[src/rtl/tl_pkg.sv]
package tl_pkg;

    localparam int unsigned NREG = 9;
    localparam int unsigned DW   = 7;
    localparam int unsigned IW   = $clog2(NREG);

    typedef enum logic [2:0] {
        ST_IDLE,
        ST_ADDR,
        ST_ADDR_ACK,
        ST_BYTE,
        ST_BYTE_ACK,
        ST_SKIP
    } rx_state_t;

    // code = subaddress bits 6:3
    function automatic logic [IW-1:0] tl_decode(input logic [3:0] code);
        logic [2:0] idx;
        idx = {code[1], code[2], code[3]};
        if (idx == 3'd7 && code[0])
            return IW'(8);
        return IW'(idx);
    endfunction

    function automatic logic [IW-1:0] tl_next(input logic [IW-1:0] p);
        return (p == IW'(NREG - 1)) ? '0 : p + 1'b1;
    endfunction

    function automatic logic [DW-1:0] tl_reset_val(input int unsigned i);
        case (i)
            0, 1, 6, 7: return 7'h7F;
            2, 3:       return 7'h0F;
            4, 5:       return 7'h1F;
            default:    return 7'h00;
        endcase
    endfunction

endpackage

[src/rtl/tl_line_filter.sv]
module tl_line_filter #(
    parameter int unsigned STAGES   = 2,
    parameter int unsigned FILT_LEN = 3
) (
    input  logic clk,
    input  logic rst_n,
    input  logic raw_i,
    output logic clean_o
);
    localparam int unsigned CW = $clog2(FILT_LEN + 1);

    logic [STAGES-1:0] sync_q;
    logic [CW-1:0]     cnt_q;
    logic              clean_q;
    logic              s_sync;

    generate
        if (STAGES == 1) begin : g_one
            always_ff @(posedge clk or negedge rst_n) begin
                if (!rst_n) sync_q <= '1;
                else        sync_q <= raw_i;
            end
        end else begin : g_chain
            always_ff @(posedge clk or negedge rst_n) begin
                if (!rst_n) sync_q <= '1;
                else        sync_q <= {sync_q[STAGES-2:0], raw_i};
            end
        end
    endgenerate

    assign s_sync = sync_q[STAGES-1];

    always_ff @(posedge clk or negedge rst_n) begin
        if (!rst_n) begin
            cnt_q   <= '0;
            clean_q <= 1'b1;
        end else if (s_sync == clean_q) begin
            cnt_q <= '0;
        end else if (cnt_q == CW'(FILT_LEN - 1)) begin
            clean_q <= s_sync;
            cnt_q   <= '0;
        end else begin
            cnt_q <= cnt_q + 1'b1;
        end
    end

    assign clean_o = clean_q;

    AST_FILTER_FOLLOWS: assert property (@(posedge clk) disable iff (!rst_n)
        !$stable(clean_q) |-> ($past(s_sync) == clean_q));

endmodule

[src/rtl/tl_bus_events.sv]
module tl_bus_events (
    input  logic clk,
    input  logic rst_n,
    input  logic scl_f,
    input  logic sda_f,
    output logic start_o,
    output logic stop_o,
    output logic scl_rise_o,
    output logic scl_fall_o
);
    logic scl_p, sda_p;

    always_ff @(posedge clk or negedge rst_n) begin
        if (!rst_n) begin
            scl_p <= 1'b1;
            sda_p <= 1'b1;
        end else begin
            scl_p <= scl_f;
            sda_p <= sda_f;
        end
    end

    assign start_o    = scl_f && scl_p && sda_p && !sda_f;
    assign stop_o     = scl_f && scl_p && !sda_p && sda_f;
    assign scl_rise_o = scl_f && !scl_p;
    assign scl_fall_o = !scl_f && scl_p;

    AST_EVENTS_EXCLUSIVE: assert property (@(posedge clk) disable iff (!rst_n)
        $countones({start_o, stop_o, scl_rise_o, scl_fall_o}) <= 1);

endmodule

[src/rtl/tl_reg_bank.sv]
module tl_reg_bank
    import tl_pkg::*;
(
    input  logic               clk,
    input  logic               rst_n,
    input  logic               we_i,
    input  logic [IW-1:0]      widx_i,
    input  logic [DW-1:0]      wdata_i,
    output logic [NREG*DW-1:0] regs_o,
    output logic [NREG-1:0]    upd_o
);
    logic [DW-1:0]   reg_q [NREG];
    logic [NREG-1:0] upd_q;

    generate
        for (genvar g = 0; g < NREG; g++) begin : g_reg
            always_ff @(posedge clk or negedge rst_n) begin
                if (!rst_n) begin
                    reg_q[g] <= tl_reset_val(g);
                    upd_q[g] <= 1'b0;
                end else begin
                    upd_q[g] <= we_i && (widx_i == IW'(g));
                    if (we_i && (widx_i == IW'(g)))
                        reg_q[g] <= wdata_i;
                end
            end
            assign regs_o[g*DW +: DW] = reg_q[g];
        end
    endgenerate

    assign upd_o = upd_q;

    AST_STROBE_ONEHOT: assert property (@(posedge clk) disable iff (!rst_n)
        $onehot0(upd_o));
    AST_HOLD_NO_STROBE: assert property (@(posedge clk) disable iff (!rst_n)
        (upd_o == '0) |-> $stable(regs_o));

endmodule

[src/rtl/tagged_reg_loader.sv]
module tagged_reg_loader
    import tl_pkg::*;
#(
    parameter int unsigned SYNC_STAGES = 2,
    parameter int unsigned FILT_LEN    = 3,
    parameter logic [7:0]  BASE_ADDR   = 8'h80
) (
    input  logic               clk,
    input  logic               rst_n,
    input  logic               scl_i,
    input  logic               sda_i,
    input  logic               addr_sel_i,
    output logic               sda_pull_o,
    output logic [NREG*DW-1:0] regs_o,
    output logic [NREG-1:0]    upd_o
);
    logic scl_f, sda_f;
    logic ev_start, ev_stop, ev_rise, ev_fall;

    tl_line_filter #(.STAGES(SYNC_STAGES), .FILT_LEN(FILT_LEN)) i_scl_filt (
        .clk(clk), .rst_n(rst_n), .raw_i(scl_i), .clean_o(scl_f));
    tl_line_filter #(.STAGES(SYNC_STAGES), .FILT_LEN(FILT_LEN)) i_sda_filt (
        .clk(clk), .rst_n(rst_n), .raw_i(sda_i), .clean_o(sda_f));

    tl_bus_events i_events (
        .clk(clk), .rst_n(rst_n), .scl_f(scl_f), .sda_f(sda_f),
        .start_o(ev_start), .stop_o(ev_stop),
        .scl_rise_o(ev_rise), .scl_fall_o(ev_fall));

    rx_state_t     state_q, st_d;
    logic [3:0]    bit_cnt_q, cnt_d;
    logic [7:0]    shift_q, sh_d;
    logic          sel_q, sel_d;
    logic          inc_q, inc_d;
    logic [IW-1:0] ptr_q, ptr_d;
    logic          byte_done;
    logic          wr_en;
    logic [IW-1:0] wr_idx;
    logic [7:0]    dev_addr;

    assign dev_addr  = {BASE_ADDR[7:2], addr_sel_i, 1'b0};
    assign byte_done = ev_fall && (bit_cnt_q == 4'd8);

    // state register
    always_ff @(posedge clk or negedge rst_n) begin
        if (!rst_n) begin
            state_q   <= ST_IDLE;
            bit_cnt_q <= '0;
            shift_q   <= '0;
            sel_q     <= 1'b0;
            inc_q     <= 1'b0;
            ptr_q     <= '0;
        end else begin
            state_q   <= st_d;
            bit_cnt_q <= cnt_d;
            shift_q   <= sh_d;
            sel_q     <= sel_d;
            inc_q     <= inc_d;
            ptr_q     <= ptr_d;
        end
    end

    // next state and byte commit
    always_comb begin
        st_d   = state_q;
        cnt_d  = bit_cnt_q;
        sh_d   = shift_q;
        sel_d  = sel_q;
        inc_d  = inc_q;
        ptr_d  = ptr_q;
        wr_en  = 1'b0;
        wr_idx = inc_q ? tl_next(ptr_q) : ptr_q;
        if (ev_start) begin
            st_d  = ST_ADDR;
            cnt_d = '0;
            sel_d = 1'b0;
            inc_d = 1'b0;
        end else if (ev_stop) begin
            st_d = ST_IDLE;
        end else begin
            unique case (state_q)
                ST_IDLE, ST_SKIP: ;
                ST_ADDR: begin
                    if (ev_rise && bit_cnt_q < 4'd8) begin
                        sh_d  = {shift_q[6:0], sda_f};
                        cnt_d = bit_cnt_q + 1'b1;
                    end else if (byte_done) begin
                        st_d = (shift_q == dev_addr) ? ST_ADDR_ACK : ST_SKIP;
                    end
                end
                ST_ADDR_ACK, ST_BYTE_ACK: begin
                    if (ev_fall) begin
                        st_d  = ST_BYTE;
                        cnt_d = '0;
                    end
                end
                ST_BYTE: begin
                    if (ev_rise && bit_cnt_q < 4'd8) begin
                        sh_d  = {shift_q[6:0], sda_f};
                        cnt_d = bit_cnt_q + 1'b1;
                    end else if (byte_done) begin
                        st_d = ST_BYTE_ACK;
                        if (!shift_q[7]) begin
                            sel_d = 1'b1;
                            inc_d = shift_q[0];
                            ptr_d = tl_decode(shift_q[6:3]);
                        end else if (sel_q) begin
                            wr_en = 1'b1;
                            ptr_d = wr_idx;
                        end
                    end
                end
                default: st_d = ST_IDLE;
            endcase
        end
    end

    // outputs
    always_comb begin
        sda_pull_o = (state_q == ST_ADDR_ACK) || (state_q == ST_BYTE_ACK);
    end

    tl_reg_bank i_bank (
        .clk(clk), .rst_n(rst_n), .we_i(wr_en), .widx_i(wr_idx),
        .wdata_i(shift_q[DW-1:0]), .regs_o(regs_o), .upd_o(upd_o));

    AST_PULL_SCL_LOW: assert property (@(posedge clk) disable iff (!rst_n)
        $rose(sda_pull_o) |-> !scl_f);
    AST_START_CLEARS: assert property (@(posedge clk) disable iff (!rst_n)
        ev_start |=> (state_q == ST_ADDR && !sel_q && !inc_q && bit_cnt_q == 4'd0));
    AST_STOP_IDLE: assert property (@(posedge clk) disable iff (!rst_n)
        ev_stop |=> (state_q == ST_IDLE && !sda_pull_o));
    AST_WRITE_NEEDS_SEL: assert property (@(posedge clk) disable iff (!rst_n)
        wr_en |-> (sel_q && state_q == ST_BYTE));
    AST_PTR_RANGE: assert property (@(posedge clk) disable iff (!rst_n)
        ptr_q < IW'(NREG));
    AST_SKIP_SILENT: assert property (@(posedge clk) disable iff (!rst_n)
        (state_q == ST_SKIP) |=> (upd_o == '0));

endmodule

[config.mk]
export PLATFORM = sky130hd
export DESIGN_NAME = tagged_reg_loader
export DESIGN_NICKNAME = d
export VERILOG_FILES = /design/src/rtl/tl_pkg.sv /design/src/rtl/tl_line_filter.sv /design/src/rtl/tl_bus_events.sv /design/src/rtl/tl_reg_bank.sv /design/src/rtl/tagged_reg_loader.sv
export SDC_FILE = /design/constraint.sdc
export NUM_CORES = 1
export LEC_CHECK = 0
export ABC_AREA = 1
export BUFFER_PORTS_ARGS = -buffer_cell sky130_fd_sc_hd__buf_2
export CAP_MARGIN = 40
export CORE_MARGIN = 2
export CORE_UTILIZATION = 35
export DETAILED_ROUTE_END_ITERATION = 6
export GPL_ROUTABILITY_DRIVEN = 0
export PLACE_DENSITY = 0.58
export RECOVER_POWER = 50
export SYNTH_ARGS = -nofsm -noshare
export SYNTH_HDL_FRONTEND = slang
export SYNTH_SLANG_ARGS = --single-unit
[constraint.sdc]
create_clock -name clk -period 3.3 [get_ports clk]
set_clock_uncertainty 0.05 [all_clocks]
set_input_delay 0.165 -clock clk [delete_from_list [all_inputs] [get_ports clk]]
set_output_delay 0.165 -clock clk [all_outputs]
set_load 0.005 [all_outputs]
==> metrics <==
status complete, but fails checks; violated checks capacitance limit, slew limit; CTS max path bufs 2; setup bufs post-CTS 0; IO Count 78; GR met1 Demand/Resource 0.225; Final ANT Viol Nets 0; switch share 0.330; clk root buf clkbuf_16; DRT Pass-1 Iters 5; Die W 121 µm; Post-Syn Nets 540; Slew Limit Fails 31; startpoint type of the worst setup path register; critical-path cell list inv_1, nor2_1, nand3_1, nor3_2, buf_4, nand3_2, nand2_1, nand2_1; GR Layer Usage met3 0.0514; HPWL after DPL 7940 µm; GRT Overall Usage 0.165; Syn Std Cell Area 4770 µm²; leakage 2.93 nW; grt ovf 0; TNS Setup 0 ps; # DRC 0; first-pass GRT wire length 18800 µm; max_slew headroom -0.124; worst path required time 3520 ps; WL final 11400 µm; cell repeated most along the worst path nand2_1; ys async rst share 1.00; clock slew at reported path FFs 70 ps; largest net degree at the start of global routing 58; Int Pwr 2.24 mW; Yosys top cell by area dfstp_2; worst vdd ir 0.439 mV; most frequent cell after synthesis nand2_1; Crit Path Class reg2reg; Worst Path Arrival 2540 ps; WL/cell 14.4 µm; Slew @ Worst Pin 1690 ps; predominant post-synthesis flop cell dfstp_2; CP top delay family simple AND/OR/NAND/NOR gates; Max Cap Viol 1; synth unique cells 32; Chip Height 121 µm; Reg power frac 0.495; crit share post-route 0.702; Placement Setup Slack 1030 ps; min setup slack post-route 982 ps; Final Net Count 617; WP buf/inv 2; H-tree depth 3; Synth Warn # 0; initial core utilization 0.359; worst min path class reg2reg; vias in the first global route 3722; Commonest cells post-synth 182 x nand2_1, 54 x dfstp_2, 54 x nand3_1; Logic pwr share 0.173; Final Util 0.425; GRT met2 Usage 0.258; Crit. End Element register; fin crit period 2320 ps; via count 3850; n_diodes 0; largest cells by area after synthesis dfstp_2 30%, dfrtp_1 27%, nand2_1 14%, nand3_1 5.7%, nand4_1 4.5%; max incr delay on CP 540 ps; antenna violations before repair 0; cts bufs inserted 9; pwr dens 591 nW/µm²; sequential area share after synthesis 0.565; DR vias/cell 4.88; FMAX 0.431 GHz; Synth Register Bits 105; post-synthesis cell count 531; Crit-path slowest cell dfstp_2; Filler cells 1363; Resized cells post-CTS 0; setup violators final 0; final hold violations 0; Iteration-0 DRC Markers 277; die area 14600 µm²; Area Overhead vs Synth 18.5%; row count 42; clock share of power 0.332; CTS tree yes; Max FO, Critical Path 22; EDFF count, synth 0; Min Hold Slack 308 ps; Total Power 3.34 mW; switching power 1.10 mW; GRT Max-Usage Layer met2; core area 13300 µm²; Yosys top cell area share 0.298; unrepaired setup endpoints after global routing false; Syn Area/Cell 8.98 µm²; Port Buf Inserts 77; share of layout cells above drive strength 1 0.277; clk sinks 105; Clock Latency Late Sink 350 ps
metrics by stage:
stage / cells / area, µm²
2_1_floorplan: 531 / 4770
3_3_place_gp: 769 / 5300
3_5_place_dp: 770 / 5330
4_1_cts: 789 / 5670
5_1_grt: 789 / 5650
6_report: 789 / 5650
worst paths after layout:
path                                       from              endpoint  slack [ps]  cells after the start
max                              i_events.scl_p     i_bank.regs_o[42]         980                      8
min                        i_sda_filt.sync_q[0]  i_sda_filt.sync_q[1]         310                      0
max reg2reg                      i_events.scl_p     i_bank.regs_o[42]         980                      8
min reg2reg                i_sda_filt.sync_q[0]  i_sda_filt.sync_q[1]         310                      0
max in group asynchronous                 rst_n     i_bank.regs_o[42]        1330                      3
min in group asynchronous                 rst_n       i_bank.upd_o[3]         730                      2
routing by layer:
metal  share of wire  vias to the layer above  wire length, µm
met1            0.46                     1829             5290
met2            0.47                      121             5300
met3           0.062                       11              708
met4          0.0077                        0               88
met5               0                        -                0
li1                -                     1889                -
layout by cell type, fill, tap and decap left out, types with 5 or more instances in the layout:
master	n
nor3_1	9
o21ai_0	19
nand4_1	34
dfstp_2	52
nor2_1	15
a21oi_1	5
nand3_1	54
buf_2	66
dfrtp_1	51
inv_1	45
clkbuf_16	9
nor2_4	5
nand2_1	182
nor2_2	6
clkbuf_1	12
kinds of logic after synthesis:
group / count (synthesis) / share of synthesized area
AO/OA/AOI/OAI: 31 / 0.0388
XOR/XNOR: 4 / 0.00735
adder cells (fa/ha/maj): 4 / 0.0105
buffers and inverters: 68 / 0.0609
flip-flops: 105 / 0.565
AND/OR/NAND/NOR: 319 / 0.317
area by class of cell:
cell class / instances / area [µm²] / area share
tap: 176 / 220 / 0.0390
multi-input combinational: 358 / 1780 / 0.316
clock inverter: 4 / 52.6 / 0.00930
clock buffer: 12 / 256 / 0.0454
timing repair buffer: 85 / 459 / 0.0813
sequential: 105 / 2700 / 0.477
inverter: 49 / 184 / 0.0326
state kept, by name, indices dropped and copies added, names as in the netlist, 2 cells and up:
register	cells
i_sda_filt.cnt_q	2
i_scl_filt.cnt_q	2
ptr_q	4
shift_q	8
i_sda_filt.sync_q	2
i_bank.regs_o	63
bit_cnt_q	4
i_scl_filt.sync_q	2
i_bank.upd_o	9
state_q	3
power groups by stage:
stage | registers [mW] | clock network, mW | logic, mW
finish | 1.65 | 1.11 | 0.576
global route | 1.68 | 1.20 | 0.672
CTS | 1.66 | 1.15 | 0.579
detailed placement | 1.68 | 0 | 0.572
global placement | 1.68 | 0 | 0.554
floorplan | 1.52 | 0 | 0.506
what timing repair did:
| action | 4_1_cts | 5_1_grt |
|---|---|---|
| setup endpoints to repair | 0 | 0 |
| hold endpoints to repair | 18 | 0 |
| hold buffers | 3 | 0 |
Note: power is estimated with default switching activity, not from simulation.
